==> config.mk <==
export PLATFORM = sky130hd
export DESIGN_NAME = pm_intc
export DESIGN_NICKNAME = d
export VERILOG_FILES = /design/src/rtl/pm_intc_pkg.sv /design/src/rtl/pm_intc_rst_sync.sv /design/src/rtl/pm_intc_edge.sv /design/src/rtl/pm_intc_regfile.sv /design/src/rtl/pm_intc_prio.sv /design/src/rtl/pm_intc.sv
export SDC_FILE = /design/constraint.sdc
export NUM_CORES = 1
export LEC_CHECK = 0
export ABC_CLOCK_PERIOD_IN_PS = 2130
export CAP_MARGIN = 25
export CORE_ASPECT_RATIO = 1.75
export CORE_MARGIN = 2
export CORE_UTILIZATION = 42
export CTS_BUF_LIST = sky130_fd_sc_hd__clkbuf_4 sky130_fd_sc_hd__clkbuf_8 sky130_fd_sc_hd__clkbuf_16
export DETAILED_ROUTE_END_ITERATION = 12
export PLACE_DENSITY = 0.8
export SYNTH_ARGS = -nofsm -noshare
export SYNTH_HDL_FRONTEND = slang
export SYNTH_SLANG_ARGS = --single-unit
==> constraint.sdc <==
create_clock -name clk -period 2.13 [get_ports clk]
set_clock_uncertainty 0.1 [all_clocks]
set_input_delay 0.426 -clock clk [delete_from_list [all_inputs] [get_ports clk]]
set_output_delay 0.426 -clock clk [all_outputs]
set_load 0.05 [all_outputs]
==> src/rtl/pm_intc_pkg.sv <==
package pm_intc_pkg;

  localparam int unsigned PORT_BASE   = 32'h00B0;
  localparam int unsigned PORT_ENABLE = 32'h00B2;
  localparam int unsigned PORT_STATUS = 32'h00B4;
  localparam int unsigned PORT_ACK    = 32'h00B6;

  localparam int unsigned VBLANK_SRC  = 6;

  typedef enum logic [2:0] {
    SEL_NONE   = 3'd0,
    SEL_BASE   = 3'd1,
    SEL_ENABLE = 3'd2,
    SEL_STATUS = 3'd3,
    SEL_ACK    = 3'd4
  } port_sel_e;

endpackage

==> src/rtl/pm_intc_rst_sync.sv <==
module pm_intc_rst_sync #(
  parameter int STAGES = 2
) (
  input  logic clk,
  input  logic rst_n,
  output logic rst_sync_n
);

  logic [STAGES-1:0] chain_q;

  always_ff @(posedge clk or negedge rst_n) begin
    if (!rst_n) chain_q <= '0;
    else        chain_q <= {chain_q[STAGES-2:0], 1'b1};
  end

  assign rst_sync_n = chain_q[STAGES-1];

endmodule

==> src/rtl/pm_intc_edge.sv <==
module pm_intc_edge #(
  parameter int N = 8
) (
  input  logic         clk,
  input  logic         rst_n,
  input  logic [N-1:0] lvl,
  output logic [N-1:0] rise
);

  logic [N-1:0] lvl_q;
  logic [N-1:0] lvl_d;

  always_comb begin
    lvl_d = lvl;
  end

  always_ff @(posedge clk or negedge rst_n) begin
    if (!rst_n) lvl_q <= '0;
    else        lvl_q <= lvl_d;
  end

  genvar gi;
  generate
    for (gi = 0; gi < N; gi++) begin : g_rise
      assign rise[gi] = lvl[gi] & ~lvl_q[gi];
    end
  endgenerate

endmodule

==> src/rtl/pm_intc_regfile.sv <==
module pm_intc_regfile
  import pm_intc_pkg::*;
#(
  parameter int ADDR_W = 16,
  parameter int DW     = 8
) (
  input  logic              clk,
  input  logic              rst_n,
  input  logic              model_color,
  input  logic [ADDR_W-1:0] port_addr,
  input  logic              wr_en,
  input  logic [DW-1:0]     wr_data,
  input  logic [DW-1:0]     src_rise,
  output logic [DW-1:0]     rd_data,
  output logic [DW-1:0]     base_q,
  output logic [DW-1:0]     enable_q,
  output logic [DW-1:0]     status_q
);

  localparam logic [DW-1:0] MONO_KEEP  = {{(DW-3){1'b1}}, 3'b000};
  localparam logic [DW-1:0] COLOR_KEEP = {{(DW-1){1'b1}}, 1'b0};
  localparam logic [DW-1:0] MONO_FORCE = {{(DW-2){1'b0}}, 2'b11};

  port_sel_e       sel;
  logic            base_ce;
  logic            enable_ce;
  logic            status_ce;
  logic [DW-1:0]   base_d;
  logic [DW-1:0]   enable_d;
  logic [DW-1:0]   status_d;
  logic [DW-1:0]   ack_mask;
  logic [DW-1:0]   set_mask;

  // address decode
  always_comb begin
    if      (port_addr == ADDR_W'(PORT_BASE))   sel = SEL_BASE;
    else if (port_addr == ADDR_W'(PORT_ENABLE)) sel = SEL_ENABLE;
    else if (port_addr == ADDR_W'(PORT_STATUS)) sel = SEL_STATUS;
    else if (port_addr == ADDR_W'(PORT_ACK))    sel = SEL_ACK;
    else                                        sel = SEL_NONE;
  end

  // next state
  always_comb begin
    base_ce   = wr_en && (sel == SEL_BASE);
    enable_ce = wr_en && (sel == SEL_ENABLE);
    base_d    = model_color ? (wr_data & COLOR_KEEP) : (wr_data & MONO_KEEP);
    enable_d  = wr_data;
    ack_mask  = (wr_en && (sel == SEL_ACK)) ? wr_data : '0;
    set_mask  = src_rise & enable_q;
    // a new edge wins over a same-cycle acknowledge
    status_d  = (status_q & ~ack_mask) | set_mask;
    status_ce = (ack_mask != '0) || (set_mask != '0);
  end

  // registers
  always_ff @(posedge clk or negedge rst_n) begin
    if (!rst_n) begin
      base_q <= '0;
    end else if (base_ce) begin
      base_q <= base_d;
    end
  end

  always_ff @(posedge clk or negedge rst_n) begin
    if (!rst_n) begin
      enable_q <= '0;
    end else if (enable_ce) begin
      enable_q <= enable_d;
    end
  end

  always_ff @(posedge clk or negedge rst_n) begin
    if (!rst_n) begin
      status_q <= '0;
    end else if (status_ce) begin
      status_q <= status_d;
    end
  end

  // read mux
  always_comb begin
    unique case (sel)
      SEL_BASE:   rd_data = model_color ? base_q : (base_q | MONO_FORCE);
      SEL_ENABLE: rd_data = enable_q;
      SEL_STATUS: rd_data = status_q;
      default:    rd_data = '0;
    endcase
  end

endmodule

==> src/rtl/pm_intc_prio.sv <==
module pm_intc_prio #(
  parameter int N     = 8,
  parameter int IDX_W = $clog2(N)
) (
  input  logic [N-1:0]     pending,
  output logic [IDX_W-1:0] win_idx,
  output logic             any
);

  logic [IDX_W-1:0] idx_chain [N+1];

  assign idx_chain[0] = '0;

  genvar gi;
  generate
    for (gi = 0; gi < N; gi++) begin : g_scan
      // later (higher-numbered) stages override earlier ones
      assign idx_chain[gi+1] = pending[gi] ? IDX_W'(gi) : idx_chain[gi];
    end
  endgenerate

  assign win_idx = idx_chain[N];
  assign any     = |pending;

endmodule

==> src/rtl/pm_intc.sv <==
module pm_intc #(
  parameter int ADDR_W = 16,
  parameter int DW     = 8
) (
  input  logic              clk,
  input  logic              rst_n,
  input  logic              model_color,
  input  logic [ADDR_W-1:0] port_addr,
  input  logic              wr_en,
  input  logic [DW-1:0]     wr_data,
  output logic [DW-1:0]     rd_data,
  input  logic [DW-1:0]     src_pulse,
  input  logic              cpu_ie,
  input  logic              inhibit,
  output logic              irq_req,
  output logic [DW-1:0]     irq_vector
);

  localparam int N_SRC = DW;
  localparam int IDX_W = $clog2(N_SRC);

  logic              rst_sync_n;
  logic [N_SRC-1:0]  src_rise;
  logic [DW-1:0]     base_q;
  logic [DW-1:0]     enable_q;
  logic [DW-1:0]     status_q;
  logic [N_SRC-1:0]  pending;
  logic [IDX_W-1:0]  win_idx;
  logic              any_pending;

  pm_intc_rst_sync #(.STAGES(2)) u_rst (
    .clk        (clk),
    .rst_n      (rst_n),
    .rst_sync_n (rst_sync_n)
  );

  pm_intc_edge #(.N(N_SRC)) u_edge (
    .clk   (clk),
    .rst_n (rst_sync_n),
    .lvl   (src_pulse),
    .rise  (src_rise)
  );

  pm_intc_regfile #(.ADDR_W(ADDR_W), .DW(DW)) u_regs (
    .clk         (clk),
    .rst_n       (rst_sync_n),
    .model_color (model_color),
    .port_addr   (port_addr),
    .wr_en       (wr_en),
    .wr_data     (wr_data),
    .src_rise    (src_rise),
    .rd_data     (rd_data),
    .base_q      (base_q),
    .enable_q    (enable_q),
    .status_q    (status_q)
  );

  assign pending = status_q & enable_q;

  pm_intc_prio #(.N(N_SRC), .IDX_W(IDX_W)) u_prio (
    .pending (pending),
    .win_idx (win_idx),
    .any     (any_pending)
  );

  assign irq_req    = any_pending & cpu_ie & ~inhibit;
  assign irq_vector = base_q + {{(DW-IDX_W){1'b0}}, win_idx};

endmodule

==> tab_implementation.tex <==
\begin{tabular}{lr}
\hline
Metric & Value \\
\hline
\multicolumn{2}{l}{\textbf{Worst setup path}} \\
\quad Required time of the critical path & 1.60 ns \\
\quad CP endpoint kind & primary output \\
\quad Startpoint type of the worst setup path & flip-flop \\
\quad Worst-path maximum fanout & 3 \\
\quad Class of the most critical setup path & flip-flop to primary output \\
\quad Endpoint arrival time on the critical path & 2.17 ns \\
\multicolumn{2}{l}{\textbf{Die}} \\
\quad Total Die Area & around 4800 um2 \\
\quad Overall die height & 89.7 um \\
\quad Number of top-level pins & 55 \\
\quad Standard-cell row count & 31 \\
\quad Effective utilization at floorplan & a little over two fifths \\
\quad CORE AREA & just over 4000 um2 \\
\quad Horiz. Die Dim & 53.0 um \\
\multicolumn{2}{l}{\textbf{Placement}} \\
\quad Post-placement worst setup slack & -0.389 ns \\
\quad Placed standard-cell area & 2890 um2 \\
\quad Placer's final routability congestion estimate & $\sim$0.84 \\
\quad Port Buffer Count & 54 \\
\quad Post-placement cell count & approximately 280 \\
\quad Estimated wirelength of the detail-placed design & around 4000 um \\
\multicolumn{2}{l}{\textbf{Clock tree}} \\
\quad Clock Tree Buf Depth & 2 \\
\quad Total clock sinks & 33 \\
\quad Clock tree from TritonCTS & yes \\
\quad Clock-pin slew on the worst setup and hold paths & 0.07 ns \\
\quad Count of H-tree levels built during CTS & 2 \\
\quad Master cell of the clock root buffer & sky130\_fd\_sc\_hd\_\_clkbuf\_8 \\
\quad Number of buffers created by CTS & 5 \\
\quad Latest clock arrival within the worst-skew pair & between 0.2 and 0.3 ns \\
\multicolumn{2}{l}{\textbf{Drt}} \\
\quad Initial DRC count & 36 \\
\quad Post-detailed-routing wire length & $\sim$5500 um \\
\quad Total iterations of the first detailed-routing run & 4 \\
\quad Via-to-Cell Ratio & 5.65 \\
\quad Post-route antenna net violation count & 0 \\
\quad DRC violations left & 0 \\
\quad Overall via count from detail\_route & 1672 \\
\quad Detailed-route wire length per cell & 18.6 um \\
\multicolumn{2}{l}{\textbf{Synthesis}} \\
\quad Proportion of netlist area held by the largest area contributor & 46.8\% \\
\quad Post-synthesis sequential element count & 33 \\
\quad Dominant cell by count in the synthesized netlist & sky130\_fd\_sc\_hd\_\_dfrtp\_1 \\
\quad Post-synthesis net count & 197 \\
\quad Top area cells in the synthesized netlist & sky130\_fd\_sc\_hd\_\_dfrtp\_1 (47\%), sky130\_fd\_sc\_hd\_\_a32o\_1 (5.1\%), sky130\_fd\_sc\_hd\_\_mux2\_1 (5.1\%) \\
\quad Total standard cell area after synthesis & 1760 um2 \\
\quad Mean instance size in the synthesized netlist & 11.3 um2 \\
\quad Most frequent cells after synthesis & sky130\_fd\_sc\_hd\_\_dfrtp\_1 (33), sky130\_fd\_sc\_hd\_\_nor2\_1 (16), sky130\_fd\_sc\_hd\_\_inv\_1 (12) \\
\quad Synth warnings & 0 \\
\quad Post-synth top area cell & sky130\_fd\_sc\_hd\_\_dfrtp\_1 \\
\quad Number of standard cells after synthesis & 156 \\
\quad Most used DFF post-synth & sky130\_fd\_sc\_hd\_\_dfrtp\_1 \\
\quad Number of enable flip-flop cells after synthesis & 0 \\
\quad Share of flip-flops with an asynchronous set or reset after synthesis & 100\% \\
\quad Distinct cell type count of the synthesized netlist & 36 \\
\quad Post-synthesis sequential area ratio & roughly 47\% \\
\multicolumn{2}{l}{\textbf{GRT}} \\
\quad Pin count of the biggest net entering global routing & 32 \\
\quad Number of global-route vias before repair & 1916 \\
\quad First-pass GRT wire length & 9070 um \\
\quad Total congestion overflow after global routing & 0 \\
\quad Total routing resource utilization after global routing & 26.2\% \\
\quad Number of antenna violations at the first check in global routing & 0 \\
\multicolumn{2}{l}{\textbf{Layout}} \\
\quad Final std cell area, no fill & 3150 um2 \\
\quad Diode count & 0 \\
\quad Post-route non-filler standard cell count & 296 \\
\quad Proportion of layout cells with a drive suffix above 1 & 44.5\% \\
\quad Synthesis-to-finish area growth & 78.7\% \\
\quad Nets & 288 \\
\multicolumn{2}{l}{\textbf{Timing}} \\
\quad Final critical-path required period & 2.70 ns \\
\quad Unrepaired setup endpoints after global routing & true \\
\quad Fin. max-slew vios & 0 \\
\quad Achievable Freq & roughly 370 MHz \\
\quad Part of the cycle the worst path needs & 127\% \\
\quad Final setup fails & 8 \\
\quad Final-report hold violation count & 0 \\
\quad Worst Slack Setup Final & -0.568 ns \\
\quad Min Hold Slack & $\sim$0.16 ns \\
\multicolumn{2}{l}{\textbf{Outcome}} \\
\quad Failing checks & negative setup slack \\
\quad Outcome & complete, but fails checks \\
\multicolumn{2}{l}{\textbf{Pwr}} \\
\quad Leakage & 1.47 nW \\
\quad Worst-case vdd ir drop & between 0.5 and 0.6 mV \\
\quad Tot Pwr & between 0.001 and 0.0015 W \\
\quad Power density cells & 430 nW/um2 \\
\multicolumn{2}{l}{\textbf{Worst hold path}} \\
\quad Worst min-delay path category & flip-flop to async pin \\
\multicolumn{2}{l}{\textbf{Flow run}} \\
\quad Total of max-cap violations & 0 \\
\hline
\end{tabular}
==> sequential cells by signal, indices dropped and copies added, names as in the netlist <==
register         cells
u_edge.lvl_q         8
u_regs.base_q        7
u_regs.enable_q      8
u_rst.chain_q        2
u_regs.status_q      8
==> critical path, cell delays in order (launching register included) <==
cell and delay (ns):
sky130_fd_sc_hd__dfrtp_1 0.39, sky130_fd_sc_hd__a22oi_2 0.24, sky130_fd_sc_hd__o21ai_1 0.11, sky130_fd_sc_hd__ha_2 0.21, sky130_fd_sc_hd__fa_2 0.36, sky130_fd_sc_hd__and3_4 0.20
sky130_fd_sc_hd__nand3_4 0.10, sky130_fd_sc_hd__xnor2_4 0.13, sky130_fd_sc_hd__buf_12 0.15
==> per-layer routing <==
metal	global-route usage, %	wire length [um]	vias to the layer above
met5	0	0	-
met4	11.5	177	0
met3	3.49	261	15
met2	48.6	3230	79
met1	27.2	1830	832
li1	-	-	746
==> power breakdown <==
group	internal [W]	switching [W]
clock network	0.000340	0.000220
logic	0.0000854	0.0000722
registers	0.000637	0.00000295
total	0.00106	0.000296
==> cells by family after synthesis <==
| kind of cell | after synthesis | synth area share [%] |
|---|---|---|
| muxes | 21 | 13.9 |
| adders and majority gates | 3 | 2.55 |
| AOI/OAI and AO/OA | 27 | 11.8 |
| and+or+nand+nor | 48 | 17.8 |
| DFF | 33 | 46.8 |
| other | 1 | 0.213 |
| buffers and inverters | 18 | 4.47 |
| xor gates and xnor gates | 5 | 2.48 |
==> path summary, 6_finish.rpt <==
check                           cells after the start  slack (ns)                from            endpoint
worst max register to register                      3        0.94  u_regs.enable_q[7]  u_regs.enable_q[7]
worst min register to register                      1        0.16    u_rst.chain_q[1]     u_edge.lvl_q[3]
max in group asynchronous                           1        1.49    u_rst.chain_q[1]    u_regs.base_q[5]
worst min-delay path                                1        0.16    u_rst.chain_q[1]     u_edge.lvl_q[3]
min in group clk                                    0        0.25    u_rst.chain_q[0]    u_rst.chain_q[1]
worst max-delay path                                8       -0.57  u_regs.enable_q[7]       irq_vector[7]
==> layout by cell type, fill, tap and decap left out, drive strengths merged <==
cell type | synthesis | routed
and2 | 1 | 1
nor4b | 1 | 1
bufinv | 0 | 1
clkdlybuf4s50 | 0 | 20
a32o | 9 | 9
and4b | 1 | 1
xnor2 | 2 | 2
nor4 | 2 | 2
mux2 | 13 | 13
buf | 2 | 52
a22oi | 3 | 3
fa | 1 | 1
nand3 | 3 | 3
clkdlybuf4s15 | 0 | 3
dlygate4sd2 | 0 | 6
xor2 | 3 | 3
dlymetal6s2s | 0 | 3
o211a | 1 | 1
a221oi | 1 | 1
o21ai | 1 | 1
clkbuf | 4 | 10
bufbuf | 0 | 1
a22o | 2 | 2
a21oi | 9 | 9
nor2 | 17 | 17
and4 | 1 | 1
ha | 2 | 2
mux2i | 8 | 8
nand4 | 9 | 9
clkinv | 0 | 1
nand4b | 1 | 1
a2bb2oi | 1 | 1
nor2b | 2 | 2
nand2 | 8 | 8
conb | 1 | 1
and3 | 2 | 2
inv | 12 | 12
dfrtp | 33 | 33
==> what timing repair did <==
item | in CTS | in global routing
endpoints found under the setup margin | 22 | 16
buffers inserted | 6 | 0
gates resized for setup | 41 | 16
pin swaps | 18 | 7
hold buffers | 0 | 0
cloned | 1 | 0
==> through the flow <==
step,setup TNS (ns),utilization [%]
6_report,-2.91,77.4
5_1_grt,-3.46,77.4
4_1_cts,-3.03,77.2
3_5_place_dp,-8.82,71.1
3_3_place_gp,-7.03,71.1
2_1_floorplan,-1.48,-
==> area by class of cell <==
type | count | area, um2
fill | 255 | 920
timing repair buffer | 90 | 1030
sequential | 33 | 826
multi-input combinational | 105 | 1090
clock buffer | 5 | 68.8
clock inverter | 2 | 35.0
tap | 49 | 61.3
inverter | 12 | 45.0
Note: power is estimated with default switching activity, not from simulation.
